### config.mk
export PLATFORM = sky130hd
export DESIGN_NAME = ptw_walker
export DESIGN_NICKNAME = d
export VERILOG_FILES = /design/src/rtl/ptw_pkg.sv /design/src/rtl/ptw_decode.sv /design/src/rtl/ptw_index.sv /design/src/rtl/ptw_perm.sv /design/src/rtl/ptw_walker.sv
export SDC_FILE = /design/constraint.sdc
export NUM_CORES = 1
export LEC_CHECK = 0
export CAP_MARGIN = 5
export CORE_AREA = 2 2 186 279
export DETAILED_ROUTE_END_ITERATION = 7
export DIE_AREA = 0 0 188 281
export DONT_BUFFER_PORTS = 1
export PLACE_DENSITY_LB_ADDON = 0.3
export SLEW_MARGIN = 15
export SYNTH_ARGS = -nofsm -noshare
export SYNTH_HDL_FRONTEND = slang
export SYNTH_HIERARCHICAL = 1
export SYNTH_SLANG_ARGS = --single-unit
### constraint.sdc
create_clock -name clk_i -period 4.3 [get_ports clk_i]
set_input_delay 0.645 -clock clk_i [delete_from_list [all_inputs] [get_ports clk_i]]
set_output_delay 0.645 -clock clk_i [all_outputs]
set_load 0.02 [all_outputs]
### src/rtl/ptw_pkg.sv
package ptw_pkg;
  typedef enum logic [1:0] {
    DT_INVALID = 2'd0,
    DT_TABLE   = 2'd1,
    DT_BLOCK   = 2'd2,
    DT_PAGE    = 2'd3
  } desc_type_e;

  typedef enum logic [1:0] {
    FLT_NONE  = 2'd0,
    FLT_XLAT  = 2'd1,
    FLT_ASIZE = 2'd2
  } fault_e;

  typedef enum logic [2:0] {
    S_IDLE, S_FETCH, S_EVAL, S_WB, S_RESP
  } walk_state_e;

  localparam int unsigned DESC_W = 64;
endpackage

### src/rtl/ptw_decode.sv
module ptw_decode
  import ptw_pkg::*;
#(
  parameter int unsigned OA_W = 48
) (
  input  logic [DESC_W-1:0] desc_i,
  input  logic [1:0]        level_i,
  input  logic              gran64_i,
  output desc_type_e        dtype_o,
  output logic [5:0]        off_bits_o,
  output logic [OA_W-1:0]   out_addr_o
);
  logic [5:0] gran_w;
  assign gran_w = gran64_i ? 6'd16 : 6'd12;

  always_comb begin
    unique case (desc_i[1:0])
      2'b11: dtype_o = (level_i == 2'd3) ? DT_PAGE : DT_TABLE;
      2'b01: begin
        if (gran64_i) dtype_o = (level_i == 2'd2) ? DT_BLOCK : DT_INVALID;
        else          dtype_o = (level_i == 2'd0 || level_i == 2'd3) ? DT_INVALID : DT_BLOCK;
      end
      default: dtype_o = DT_INVALID;
    endcase
  end

  always_comb begin
    if (dtype_o == DT_BLOCK) begin
      if (gran64_i)              off_bits_o = 6'd29;
      else if (level_i == 2'd1)  off_bits_o = 6'd30;
      else                       off_bits_o = 6'd21;
    end else begin
      off_bits_o = gran_w;  // page offset and table alignment
    end
  end

  assign out_addr_o = desc_i[OA_W-1:0] & ({OA_W{1'b1}} << off_bits_o);
endmodule

### src/rtl/ptw_index.sv
module ptw_index #(
  parameter int unsigned VA_W = 48
) (
  input  logic [VA_W-1:0] va_i,
  input  logic [1:0]      level_i,
  input  logic            gran64_i,
  output logic [15:0]     byte_off_o
);
  localparam int unsigned IDX_W = 13;

  logic [5:0]      lvl_rev;
  logic [5:0]      lo_bit;
  logic [VA_W-1:0] va_sh;
  logic [IDX_W-1:0] idx_mask;
  logic [IDX_W-1:0] idx;

  assign lvl_rev  = 6'(2'd3 - level_i);
  // stride = granule width - 3; low index bit = stride*(3-level) + granule width
  assign lo_bit   = gran64_i ? (6'd13 * lvl_rev + 6'd16) : (6'd9 * lvl_rev + 6'd12);
  assign va_sh    = va_i >> lo_bit;
  assign idx_mask = gran64_i ? 13'h1fff : 13'h01ff;
  assign idx      = va_sh[IDX_W-1:0] & idx_mask;
  assign byte_off_o = {idx, 3'b000};
endmodule

### src/rtl/ptw_perm.sv
module ptw_perm (
  input  logic       clk_i,
  input  logic       rst_ni,
  input  logic       init_i,
  input  logic       init_secure_i,
  input  logic       upd_i,
  input  logic [4:0] tbl_attr_i,   // descriptor bits 63:59
  output logic       sec_lkp_o,
  output logic       rw_lim_o,
  output logic       usr_lim_o,
  output logic       xn_lim_o,
  output logic       pxn_lim_o
);
  always_ff @(posedge clk_i or negedge rst_ni) begin
    if (!rst_ni) begin
      sec_lkp_o <= 1'b0;
      rw_lim_o  <= 1'b1;
      usr_lim_o <= 1'b1;
      xn_lim_o  <= 1'b0;
      pxn_lim_o <= 1'b0;
    end else if (init_i) begin
      sec_lkp_o <= init_secure_i;
      rw_lim_o  <= 1'b1;
      usr_lim_o <= 1'b1;
      xn_lim_o  <= 1'b0;
      pxn_lim_o <= 1'b0;
    end else if (upd_i) begin
      if (tbl_attr_i[4]) sec_lkp_o <= 1'b0;
      if (tbl_attr_i[3]) rw_lim_o  <= 1'b0;
      if (tbl_attr_i[2]) usr_lim_o <= 1'b0;
      if (tbl_attr_i[1]) xn_lim_o  <= 1'b1;
      if (tbl_attr_i[0]) pxn_lim_o <= 1'b1;
    end
  end

  a_r5_rw_sticky: assert property (@(posedge clk_i) disable iff (!rst_ni)
    (!init_i && !rw_lim_o) |=> !rw_lim_o);
  a_r5_usr_sticky: assert property (@(posedge clk_i) disable iff (!rst_ni)
    (!init_i && !usr_lim_o) |=> !usr_lim_o);
  a_r7_ns_sticky: assert property (@(posedge clk_i) disable iff (!rst_ni)
    (!init_i && !sec_lkp_o) |=> !sec_lkp_o);
endmodule

### src/rtl/ptw_walker.sv
module ptw_walker
  import ptw_pkg::*;
#(
  parameter int unsigned VA_W = 48,
  parameter int unsigned OA_W = 48
) (
  input  logic              clk_i,
  input  logic              rst_ni,
  input  logic              req_valid_i,
  output logic              req_ready_o,
  input  logic [VA_W-1:0]   req_va_i,
  input  logic [1:0]        req_level_i,
  input  logic [OA_W-1:0]   req_base_i,
  input  logic              req_gran64_i,
  input  logic              req_secure_i,
  input  logic              req_high_el_i,
  input  logic [5:0]        req_pa_bits_i,
  output logic              mem_req_o,
  output logic              mem_we_o,
  output logic [OA_W-1:0]   mem_addr_o,
  output logic [DESC_W-1:0] mem_wdata_o,
  input  logic              mem_ack_i,
  input  logic [DESC_W-1:0] mem_rdata_i,
  output logic              rsp_valid_o,
  output logic [1:0]        rsp_fault_o,
  output logic [1:0]        rsp_level_o,
  output logic [OA_W-1:0]   rsp_pa_o,
  output logic [2:0]        rsp_ap_o,
  output logic              rsp_xn_o,
  output logic              rsp_pxn_o,
  output logic              rsp_global_o,
  output logic              rsp_secure_o,
  output logic [2:0]        rsp_attr_idx_o,
  output logic [1:0]        rsp_sh_o,
  output logic              rsp_contig_o,
  output logic              rsp_dirty_o
);
  localparam int unsigned AF_BIT = 10;

  walk_state_e       state_q;
  logic [VA_W-1:0]   va_q;
  logic [1:0]        lvl_q;
  logic              g64_q, sec_q, hi_q;
  logic [5:0]        pab_q;
  logic [OA_W-1:0]   addr_q;
  logic [DESC_W-1:0] desc_q;

  logic              accept;
  desc_type_e        dtype;
  logic [5:0]        off_bits;
  logic [OA_W-1:0]   dec_addr;
  logic [VA_W-1:0]   ix_va;
  logic [1:0]        ix_lvl;
  logic              ix_g64;
  logic [15:0]       byte_off;
  logic              size_fault;
  logic              tbl_step;
  logic              sec_lkp, rw_lim, usr_lim, xn_lim, pxn_lim;
  logic [OA_W-1:0]   va_oa;
  logic              leaf_rw, leaf_usr;

  assign accept      = (state_q == S_IDLE) && req_valid_i;
  assign req_ready_o = (state_q == S_IDLE);

  ptw_decode #(.OA_W(OA_W)) u_decode (
    .desc_i     (desc_q),
    .level_i    (lvl_q),
    .gran64_i   (g64_q),
    .dtype_o    (dtype),
    .off_bits_o (off_bits),
    .out_addr_o (dec_addr)
  );

  // one index unit: start level from the request, next level during evaluation
  assign ix_va  = (state_q == S_IDLE) ? req_va_i     : va_q;
  assign ix_lvl = (state_q == S_IDLE) ? req_level_i  : lvl_q + 2'd1;
  assign ix_g64 = (state_q == S_IDLE) ? req_gran64_i : g64_q;

  ptw_index #(.VA_W(VA_W)) u_index (
    .va_i       (ix_va),
    .level_i    (ix_lvl),
    .gran64_i   (ix_g64),
    .byte_off_o (byte_off)
  );

  assign size_fault = |(dec_addr >> pab_q);
  assign tbl_step   = (state_q == S_EVAL) && (dtype == DT_TABLE) && !size_fault;

  ptw_perm u_perm (
    .clk_i         (clk_i),
    .rst_ni        (rst_ni),
    .init_i        (accept),
    .init_secure_i (req_secure_i),
    .upd_i         (tbl_step),
    .tbl_attr_i    (desc_q[63:59]),
    .sec_lkp_o     (sec_lkp),
    .rw_lim_o      (rw_lim),
    .usr_lim_o     (usr_lim),
    .xn_lim_o      (xn_lim),
    .pxn_lim_o     (pxn_lim)
  );

  assign va_oa    = OA_W'(va_q);
  assign leaf_rw  = ~desc_q[7] & rw_lim;
  assign leaf_usr = desc_q[6] & usr_lim;

  always_ff @(posedge clk_i or negedge rst_ni) begin
    if (!rst_ni) begin
      state_q        <= S_IDLE;
      va_q           <= '0;
      lvl_q          <= '0;
      g64_q          <= 1'b0;
      sec_q          <= 1'b0;
      hi_q           <= 1'b0;
      pab_q          <= '0;
      addr_q         <= '0;
      desc_q         <= '0;
      rsp_fault_o    <= FLT_NONE;
      rsp_level_o    <= '0;
      rsp_pa_o       <= '0;
      rsp_ap_o       <= '0;
      rsp_xn_o       <= 1'b0;
      rsp_pxn_o      <= 1'b0;
      rsp_global_o   <= 1'b0;
      rsp_secure_o   <= 1'b0;
      rsp_attr_idx_o <= '0;
      rsp_sh_o       <= '0;
      rsp_contig_o   <= 1'b0;
      rsp_dirty_o    <= 1'b0;
    end else begin
      unique case (state_q)
        S_IDLE: if (req_valid_i) begin
          va_q        <= req_va_i;
          lvl_q       <= req_level_i;
          g64_q       <= req_gran64_i;
          sec_q       <= req_secure_i;
          hi_q        <= req_high_el_i;
          pab_q       <= req_pa_bits_i;
          addr_q      <= req_base_i | OA_W'(byte_off);
          rsp_fault_o <= FLT_NONE;
          rsp_dirty_o <= 1'b0;
          state_q     <= S_FETCH;
        end
        S_FETCH: if (mem_ack_i) begin
          desc_q  <= mem_rdata_i;
          state_q <= S_EVAL;
        end
        S_EVAL: begin
          rsp_level_o <= lvl_q;
          if (dtype == DT_INVALID) begin
            rsp_fault_o <= FLT_XLAT;
            state_q     <= S_RESP;
          end else if (size_fault) begin
            rsp_fault_o <= FLT_ASIZE;
            state_q     <= S_RESP;
          end else if (dtype == DT_TABLE) begin
            addr_q  <= dec_addr | OA_W'(byte_off);
            lvl_q   <= lvl_q + 2'd1;
            state_q <= S_FETCH;
          end else begin
            rsp_pa_o       <= dec_addr | (va_oa & ~({OA_W{1'b1}} << off_bits));
            rsp_ap_o       <= {~leaf_rw, leaf_usr, 1'b0};
            rsp_xn_o       <= desc_q[54] | xn_lim;
            rsp_pxn_o      <= desc_q[53] | pxn_lim;
            rsp_contig_o   <= desc_q[52];
            rsp_sh_o       <= desc_q[9:8];
            rsp_attr_idx_o <= desc_q[4:2];
            rsp_secure_o   <= sec_lkp & ~desc_q[5];
            if (hi_q)                 rsp_global_o <= 1'b1;
            else if (sec_q & ~sec_lkp) rsp_global_o <= 1'b0;
            else                      rsp_global_o <= ~desc_q[11];
            if (!desc_q[AF_BIT]) begin
              desc_q[AF_BIT] <= 1'b1;
              rsp_dirty_o    <= 1'b1;
              state_q        <= S_WB;
            end else begin
              state_q <= S_RESP;
            end
          end
        end
        S_WB:   if (mem_ack_i) state_q <= S_RESP;
        S_RESP: state_q <= S_IDLE;
        default: state_q <= S_IDLE;
      endcase
    end
  end

  assign mem_req_o   = (state_q == S_FETCH) || (state_q == S_WB);
  assign mem_we_o    = (state_q == S_WB);
  assign mem_addr_o  = addr_q;
  assign mem_wdata_o = desc_q;
  assign rsp_valid_o = (state_q == S_RESP);

  a_r12_rsp_pulse: assert property (@(posedge clk_i) disable iff (!rst_ni)
    rsp_valid_o |=> !rsp_valid_o);
  a_r12_mem_hold: assert property (@(posedge clk_i) disable iff (!rst_ni)
    (mem_req_o && !mem_ack_i) |=> (mem_req_o && $stable(mem_addr_o) && $stable(mem_we_o)));
  a_r12_idle_quiet: assert property (@(posedge clk_i) disable iff (!rst_ni)
    req_ready_o |-> (!mem_req_o && !rsp_valid_o));
  a_r9_wb_sets_af: assert property (@(posedge clk_i) disable iff (!rst_ni)
    (mem_req_o && mem_we_o) |-> (mem_wdata_o[AF_BIT] && rsp_dirty_o));
  a_r10_pa_in_range: assert property (@(posedge clk_i) disable iff (!rst_ni)
    (rsp_valid_o && rsp_fault_o == FLT_NONE) |-> ((rsp_pa_o >> pab_q) == '0));
  a_r8_high_el_global: assert property (@(posedge clk_i) disable iff (!rst_ni)
    (rsp_valid_o && rsp_fault_o == FLT_NONE && hi_q) |-> rsp_global_o);
  a_r7_ns_req_not_secure: assert property (@(posedge clk_i) disable iff (!rst_ni)
    (rsp_valid_o && rsp_fault_o == FLT_NONE && !sec_q) |-> !rsp_secure_o);
endmodule

Yosys cells after proc, flatten, opt, wreduce, memory -nomap -nowiden

Cells that the tools add are included.

Bits in registers: 244
Input port bits: 175
Output and inout bits: 182
Word-level logic and storage cells: 172

Add/sub/neg operators: 4
Multiply operators: 2
Equality and inequality tests: 20
Shifts and indexed selects: 3
Multiplexer cells: 64
Bitwise gates (word level): 21
Reductions and logical operators: 31

Operators by type and width:

| operator                | number |
|---|---|
| $mux W48                | 5 |
| $and A48 B48 Y48        | 2 |
| $or A48 B16 Y48         | 2 |
| $pmux W48 S2            | 1 |
| $not A48 Y48            | 1 |
| $or A48 B48 Y48         | 1 |
| $reduce_or A48 Y1       | 1 |
| $shl A48 B6 Y48 const A | 1 |
| $shr A48 B6 Y13         | 1 |
| $shr A48 B6 Y48         | 1 |
| $mux W1                 | 26 |
| $mux W2                 | 12 |
| $mux W3                 | 7 |
| $mux W6                 | 3 |
| $reduce_bool A2 Y1      | 8 |
| $reduce_and A2 Y1       | 7 |
| $and A13 B13 Y13        | 1 |
| $mux W13                | 1 |
| $mul A4 B6 Y6 const A   | 2 |
| $ne A2 B2 Y1 const B    | 6 |
| $pmux W2 S2             | 3 |
| $pmux W3 S4             | 1 |
| $mux W11                | 1 |
| $reduce_and A5 Y1       | 2 |
| other kinds (25)        | 49 |

Longest topological paths before layout

Gate-level depths: netlist of the first run.

Word-level depth: 15
Gate-level depth with buffers: 20
Depth with buffers taken out: 14

Hierarchy

Netlist of the first run, hierarchy kept.

By module, submodules not included:

| module     | times used | cells each | area an instance (µm²) | seq. area each (µm²) |
|---|---|---|---|---|
| ptw_walker | 1          | 1237       | 12421.9                | 5980.7 |
| ptw_index  | 1          | 295        | 2264.7                 | 0.0 |
| ptw_decode | 1          | 87         | 618.1                  | 0.0 |
| ptw_perm   | 1          | 16         | 190.2                  | 127.6 |

Worst setup path before layout of the first run

No wires, ideal clock.

Path type: reg2reg
From: register state_q[0]
To: register addr_q[8] (netlist: mem_addr_o[8])
Library setup time: 0.142 ns
Data arrival time: 4.101 ns
Data required time: 4.158 ns
Path slack: 0.057 ns
Cell stages (with the launch flop): 20
Path buffers: 7
Clock period less this slack: 4.243 ns
Cell sequence: dfrtp_1 clkbuf_1 nor3_1 clkbuf_1 clkbuf_1 nand2_1 o21ai_0 inv_1 clkbuf_1 ha_1 buf_2 buf_2 buf_1 nor2_1 a21oi_1 a2bb2oi_1 o32ai_1 a211oi_1 nand2b_1 o221ai_1

Word-level cells in the longest chain between the ends: 13
Elaborated cells between the ends (all ways): 26
Classes of those cells: add/sub: 3; mul: 2; eq/ne: 5; shift: 1; mux: 9; bitwise: 3; reduce/logical: 3

RTL lines:

| what                                           | RTL line          | source |
|---|---|---|
| start: declaration                             | ptw_walker.sv:40  | `walk_state_e state_q;` |
| start signal: assignment                       | ptw_walker.sv:109 | `state_q <= S_IDLE;` |
| start signal: assignment                       | ptw_walker.sv:142 | `state_q <= S_FETCH;` |
| start signal: assignment                       | ptw_walker.sv:146 | `state_q <= S_EVAL;` |
| $logic_not A3 Y1 (*)                           | --                |  |
| net req_ready_o                                | ptw_walker.sv:10  | `output logic req_ready_o,` |
| $mux W2 (*)                                    | ptw_walker.sv:76  | `assign ix_lvl = (state_q == S_IDLE) ? req_level_i : lvl_q + 2'd1;` |
| net ix_lvl[0]                                  | ptw_walker.sv:53  | `logic [1:0] ix_lvl;` |
| $sub A2 B2 Y3 (*)                              | ptw_index.sv:17   | `assign lvl_rev = 6'(2'd3 - level_i);` |
| $mul A4 B6 Y6                                  | ptw_index.sv:19   | `assign lo_bit = gran64_i ? (6'd13 * lvl_rev + 6'd16) : (6'd9 * lvl_rev + 6'd12);` |
| $add A6 B4 Y6 or $add A6 B5 Y6 (tied branches) | ptw_index.sv:19   |  |
| $mux W6 (*)                                    | ptw_index.sv:19   |  |
| $shr A48 B6 Y13 (*)                            | ptw_index.sv:20   | `assign va_sh = va_i >> lo_bit;` |
| $and A13 B13 Y13 (*)                           | ptw_index.sv:22   | `assign idx = va_sh[IDX_W-1:0] & idx_mask;` |
| net byte_off[8]                                | ptw_walker.sv:55  | `logic [15:0] byte_off;` |
| $or A48 B16 Y48                                | ptw_walker.sv:157 | `addr_q <= dec_addr \| OA_W'(byte_off);` |
| $mux W48                                       | ptw_walker.sv:156 | `end else if (dtype == DT_TABLE) begin` |
| $mux W48                                       | ptw_walker.sv:153 | `end else if (size_fault) begin` |
| $mux W48                                       | ptw_walker.sv:150 | `if (dtype == DT_INVALID) begin` |
| $pmux W48 S2 (*)                               | ptw_walker.sv:131 | `unique case (state_q)` |
| end signal: assignment                         | ptw_walker.sv:139 | `addr_q <= req_base_i \| OA_W'(byte_off);` |
| end signal: assignment                         | ptw_walker.sv:157 |  |
| end: declaration                               | ptw_walker.sv:45  | `logic [OA_W-1:0] addr_q;` |

The timed path passes the listed nets; every way through them passes the cells marked *. The select of a mux whose other input is x is not followed.
A chain may end at the register's enable or synchronous reset.

Worst setup path after layout of the first run

From: register lvl_q[1]
To: register addr_q[34] (netlist: mem_addr_o[34])

Elaborated cells between the ends (all ways): 29
Classes of those cells: eq/ne: 8; shift: 2; mux: 12; bitwise: 2; reduce/logical: 5

RTL lines:

| what                                             | RTL line                           | source |
|---|---|---|
| start: declaration                               | ptw_walker.sv:42                   | `logic [1:0] lvl_q;` |
| start signal: assignment                         | ptw_walker.sv:134                  | `lvl_q <= req_level_i;` |
| start signal: assignment                         | ptw_walker.sv:158                  | `lvl_q <= lvl_q + 2'd1;` |
| $eq A2 B2 Y1 or $logic_not A2 Y1 (tied branches) | ptw_decode.sv:18, ptw_decode.sv:21 |  |
| $logic_or A1 B1 Y1                               | ptw_decode.sv:21                   | `else dtype_o = (level_i == 2'd0 \|\| level_i == 2'd3) ? DT_INVALID : DT_BLOCK;` |
| $mux W2                                          | ptw_decode.sv:21                   |  |
| $mux W2                                          | ptw_decode.sv:20                   | `if (gran64_i) dtype_o = (level_i == 2'd2) ? DT_BLOCK : DT_INVALID;` |
| $pmux W2 S2                                      | ptw_decode.sv:17                   | `unique case (desc_i[1:0])` |
| $eq A2 B2 Y1                                     | ptw_decode.sv:28                   | `if (dtype_o == DT_BLOCK) begin` |
| $mux W6 (*)                                      | ptw_decode.sv:28                   |  |
| $shl A48 B6 Y48 (*)                              | ptw_decode.sv:37                   | `assign out_addr_o = desc_i[OA_W-1:0] & ({OA_W{1'b1}} << off_bits_o);` |
| $and A48 B48 Y48 (*)                             | ptw_decode.sv:37                   |  |
| net dec_addr[27]                                 | ptw_walker.sv:51                   | `logic [OA_W-1:0] dec_addr;` |
| $shr A48 B6 Y48 (*)                              | ptw_walker.sv:86                   | `assign size_fault = \|(dec_addr >> pab_q);` |
| $reduce_or A48 Y1 (*)                            | ptw_walker.sv:86                   |  |
| $ne A2 B2 Y1 (no line) (*)                       | --                                 |  |
| $reduce_and A5 Y1 (no line) (*)                  | --                                 |  |

Marked as above.

==> run summary, run 1 <==
vias per cell = 5.679
Finish-stage setup viols = 0
worst slew pin tran = 1.215 ns
grt ovf = 0
Hold Crit Class = input pin to async pin
post-placement cell area = 16210 µm²
Die X = 188 µm
io pins = 357
gpl congestion = 0.9756
largest net degree at the start of global routing = 245
Synth cell types = 82
flops & latches, synth = 244
Sink Count = 244
IO Port Bufs = 0
Cell Area, Synth = 15490 µm²
most common cell after layout, fill and taps aside = nand2_1
violated checks = hold timing
crit end category = register
H-tree depth = 1
ANT nets after route = 0
final period utilization = 0.9528
FF-to-FF setup slack = 0.20 ns
placed cells = 2247
CP startpoint kind = register
TNS Setup = 0 ns
Avg Cell Area, Syn = 9.477 µm²
Final Non-Filler Cells = 2302
maxcap violations = 0
yosys warns = 6
vias in the first global route = 13180
design area = 17200 µm²
Clock Tree Buf Depth = 3
post-synthesis cell count = 1635
R2R depth = 13
clk_skew = 0.02952 ns
Nets = 1791
initial antenna violation count = 0
status = finished with violations
layout cells sized above 1 = 0.2126
die height = 281 µm
WL/cell = 29.39 µm
Async SR Flop Fraction = 1.000
FP Rows = 101
clock network latency to the later pin of the worst-skew pair = 0.59 ns
Area Overhead vs Synth = 11.01%
first-pass GRT wire length = 95920 µm
Die Area = 52830 µm²
Worst Path Required = 4.75 ns
Hold Vio Cnt, Final = 242
clk root buf = clkbuf_16
Initial DRT Pass Iterations = 7
Multi-input gate area = 8312 µm²
sequential-to-total area share from yosys stat = 0.3942
Fmax achieved = 244.1 MHz
CTS buffer count = 27
fillcell total = 5185
Max-slew headroom = 0.1880
Core ar. = 50420 µm²
wirelength, routed = 67650 µm
most frequent cells in the layout = 306 x nand2_1, 241 x dfrtp_1, 133 x mux2_2
CTS tree = built
EDFF count, synth = 0
launch point of the worst reg-to-reg path = lvl_q[1]
WHS = -0.2284 ns
max-slew violation count = 0
Vias = 13070
Iter 0 DRT Violations = 1149
minimum clock period = 4.097 ns
worst-path maximum fanout = 31
Sequential Area = 6110 µm²
DP HPWL = 52060 µm
unrepaired setup endpoints after global routing = no
Initial Utilization = 0.3073
CTS clk-pin slew, worst paths = 0.07 ns
commonest register cell after synthesis = dfrtp_1
CP Class = register to register
r2r endpoint = mem_addr_o[34]
Total GRT Usage = 0.2482
DRC Markers = 0
Crit path arrival time = 4.55 ns
## routing by layer
layer / GRT usage / vias up / routed length (µm)
met5: 0 / - / 0
met4: 0.1450 / 0 / 4295
met3: 0.04433 / 150 / 4192
met2: 0.4450 / 600 / 34840
met1: 0.2740 / 6589 / 24320
li1: - / 5734 / -
## cell usage after synthesis (13+ instances only)
cell type,n,share of area
a211oi_1,35,0.017
a21oi_1,53,0.017
a22oi_1,13,0.0063
a31oi_1,56,0.023
a32oi_1,13,0.0073
and3_1,15,0.0061
buf_2,20,0.0065
buf_4,50,0.024
clkbuf_1,61,0.015
dfrtp_1,242,0.39
inv_1,82,0.020
mux2_1,18,0.013
mux2_2,134,0.097
mux2_4,30,0.029
mux2i_1,66,0.043
mux4_2,23,0.033
nand2_1,309,0.075
nand2b_1,36,0.015
nand3_1,19,0.0061
nor2_1,59,0.014
nor2b_1,15,0.0061
nor3_1,22,0.0071
o211ai_1,14,0.0068
o21ai_0,66,0.021
o21bai_1,13,0.0063
o221ai_1,17,0.0096
## worst max path at each step
stage	start	end	slack [ns]	cells after the start
6_report	lvl_q[1]	mem_addr_o[34]	0.20	13
3_5_place_dp	lvl_q[1]	u_perm/usr_lim_o	-0.05	15
2_1_floorplan	state_q[0]	mem_addr_o[8]	0.06	19
5_1_grt	lvl_q[0]	rsp_pa_o[17]	0.02	15
4_1_cts	lvl_q[1]	u_perm/rw_lim_o	0.04	15
3_3_place_gp	lvl_q[0]	u_perm/rw_lim_o	-0.01	16
## area by class of cell
class,instances,share of cell area
Multi-Input combinational cell,1172,0.4832
Clock buffer,41,0.04699
Clock inverter,9,0.005892
Timing Repair Buffer,83,0.04182
Inverter,83,0.01811
Antenna cell,1,0.0001455
Tap cell,669,0.04866
Sequential cell,244,0.3552
## through the flow
step / setup WS [ns] / util / hold slack (ns)
floorplan: 0.05666 / - / 0.3494
global placement: -0.01415 / 0.3214 / 0.3592
detailed placement: -0.04583 / 0.3214 / 0.3612
CTS: 0.04258 / 0.3396 / -0.2577
global route: 0.01959 / 0.3411 / -0.2589
finish: 0.2029 / 0.3412 / -0.2284
## kinds of logic after synthesis
group	synth area share
muxes	0.2173
AOI/OAI and AO/OA	0.1554
DFF	0.3942
other	0.0007267
xor gates and xnor gates	0.0005653
buffers and inverters	0.07728
adders and majority gates	0.004037
and+or+nand+nor	0.1504
## repair_timing
item	CTS	global route
endpoints found under the setup margin	5	75
resized for setup	1	8
gates cloned	0	1
buffers inserted	0	3
pin swaps	0	3
endpoints found under the hold margin	244	242
## critical path: stages (launching register included)
cell	delay (ns)
dfrtp_1	0.47
ha_1	0.38
nor3b_4	0.33
buf_4	0.23
a211oi_1	0.14
mux4_2	0.48
mux2_2	0.27
nor2_1	0.20
o2111ai_1	0.17
a22oi_2	0.22
a31o_2	0.27
a31o_4	0.21
buf_12	0.22
mux2_1	0.34
## flip-flops by register name, summed over array words and instances (netlist names), 2 cells and up
| signal | flops |
|---|---|
| lvl_q | 2 |
| mem_wdata_o | 64 |
| state_q | 3 |
| rsp_ap_o | 2 |
| rsp_fault_o | 2 |
| mem_addr_o | 48 |
| pab_q | 6 |
| rsp_level_o | 2 |
| rsp_pa_o | 48 |
| rsp_attr_idx_o | 3 |
| rsp_sh_o | 2 |
| va_oa | 48 |
Power of run 1 is left out: the tool's default activity adds up to more than one toggle a clock period on the data nets, which glitch-free logic cannot reach.
==> inputs of run 2 (changes only) <==
- PLACE_DENSITY_LB_ADDON: 0.3 -> default
- clock period: 4.3 -> 4.7 ns (I/O delays scaled with it)
==> run 2 against run 1 <==
Wire length fell by 2.7%. Sequential share of layout area rose by 0.36 points. Die area did not move. Setup slack improved by 0.22 ns. The flow still finishes with violations (hold timing). Global-route usage fell by 0.65 points. Non-clock buffer count fell by 24. Maximum frequency fell by 4.2%. Sequential cell count did not move. First-iteration DRC count fell by 2.1%. Largest cell class unchanged. Core utilization fell by 0.34 points. Register-to-register slack improved by 0.22 ns. Critical path depth fell by 1.
==> run summary, run 2 (same netlist as run 1, synthesis figures left out) <==
CTS buffer count = 28
Vias = 12960
worst-path maximum fanout = 18
vias in the first global route = 12950
slowest stage cell, crit path = mux4_2
crit end category = register
die height = 281 µm
Max-slew headroom = 0.3056
CTS clk-pin slew, worst paths = 0.06 ns
largest net degree at the start of global routing = 245
FP Rows = 101
worst slew pin tran = 1.039 ns
LEAKAGE = 0.007410 µW
Pwr Density = 1038 nW/µm²
Area Overhead vs Synth = 9.908%
max reg flops = 64
fillcell total = 5121
max-slew violation count = 0
DRC Markers = 0
Die X = 188 µm
status = finished with violations
first-pass GRT wire length = 93510 µm
CTS tree = built
maxcap violations = 0
Total GRT Usage = 0.2417
TNS Setup = 0 ns
CP peak stage delay = 0.59 ns
Nets = 1768
unrepaired setup endpoints after global routing = no
violated checks = hold timing
H-tree depth = 1
clk root buf = clkbuf_16
vias per cell = 5.680
final period utilization = 0.9097
grt ovf = 0
Worst Path Required = 5.16 ns
post-placement cell area = 16050 µm²
Post CTS Setup Buffer Count = 0
most common cell after layout, fill and taps aside = nand2_1
clock network latency to the later pin of the worst-skew pair = 0.60 ns
Iter 0 DRT Violations = 1125
Sink Count = 244
most frequent cells in the layout = 307 x nand2_1, 241 x dfrtp_1, 134 x mux2_2
Fmax achieved = 233.9 MHz
Initial DRT Pass Iterations = 5
Crit path arrival time = 4.74 ns
VDD IR-drop max = 0.0004976 V
design area = 17030 µm²
worst path bufs/invs = 2
Final Non-Filler Cells = 2281
DP HPWL = 50840 µm
Core ar. = 50420 µm²
placed cells = 2227
layout cells sized above 1 = 0.1970
Finish-stage setup viols = 0
Post-CTS Resized = 0
IO Port Bufs = 0
io pins = 357
gpl congestion = 0.9743
clk_skew = 0.02633 ns
minimum clock period = 4.276 ns
wirelength, routed = 65850 µm
Die Area = 52830 µm²
Hold Crit Class = input pin to async pin
CP Class = register to register
Hold Vio Cnt, Final = 242
ANT nets after route = 0
WHS = -0.1878 ns
CP startpoint kind = register
Initial Utilization = 0.3073
crit-path cells = inv_1 > ha_1 > nor2b_1 > a21boi_0 > mux4_2 > a221oi_1 > nand4_1 > a31oi_1 > and2_1 > a31o_4 > buf_4 > mux2_4
Clock Tree Buf Depth = 3
delay-heaviest family, CP = compound AO/OA/AOI/OAI gates
initial antenna violation count = 2
WL/cell = 28.87 µm
-- run 2: cell count changes in the layout (fill, tap and decap cells not counted), sizes merged --
cell / previous run / this run
buf: 82 / 59
bufinv: 1 / 4
clkbuf: 42 / 38
clkinv: 5 / 3
clkinvlp: 2 / 3
diode: 1 / 3
inv: 84 / 86
-- run 2: worst paths after layout --
| path | depth (start not counted) | slack [ns] | from | to |
|---|---|---|---|---|
| max | 12 | 0.42 | lvl_q[1] | mem_addr_o[25] |
| min | 0 | -0.19 | rst_ni | mem_wdata_o[55] |
| max reg2reg | 12 | 0.42 | lvl_q[1] | mem_addr_o[25] |
| min reg2reg | 2 | 0.47 | hi_q | hi_q |
| max in group asynchronous | 0 | 4.33 | rst_ni | mem_wdata_o[36] |
| min in group clk_i | 2 | 0.21 | req_va_i[14] | va_oa[14] |
-- run 2: cell type report --
cell class | count | area (µm²) | area share
tap | 669 | 837.1 | 0.04915
timing repair buffer | 59 | 505.5 | 0.02968
inverter | 83 | 311.5 | 0.01829
clock buffer | 38 | 768.2 | 0.04511
antenna | 3 | 7.507 | 0.0004408
multi-input combinational | 1172 | 8282 | 0.4863
clock inverter | 13 | 209.0 | 0.01227
sequential | 244 | 6110 | 0.3588
-- run 2: through the flow --
step / setup WS, ns / hold WS [ns] / utilization / total power (µW)
2_1_floorplan: 0.4567 / 0.4094 / - / 11570
5_1_grt: 0.1200 / -0.2032 / 0.3377 / 18530
6_report: 0.4244 / -0.1878 / 0.3378 / 17690
4_1_cts: 0.4925 / -0.2102 / 0.3376 / 17560
3_3_place_gp: 0.5860 / 0.4203 / 0.3182 / 15060
3_5_place_dp: 0.5460 / 0.4205 / 0.3182 / 15120
-- run 2: power breakdown --
group | internal, µW | switching, µW | leakage, µW
Clock | 1380 | 1000 | 0.000465
Combinational | 4030 | 6030 | 0.00400
Sequential | 3040 | 2200 | 0.00295
-- run 2: per-layer routing --
| layer | track usage | routed length [µm] | part of all wire | up-vias |
|---|---|---|---|---|
| met3 | 0.05445 | 4816 | 0.073 | 157 |
| met1 | 0.2575 | 23010 | 0.35 | 6450 |
| met5 | 0 | 16 | 0.00024 | - |
| li1 | - | - | - | 5703 |
| met2 | 0.4394 | 34140 | 0.52 | 645 |
| met4 | 0.1343 | 3866 | 0.059 | 2 |
Note: power is estimated with default switching activity, not from simulation.
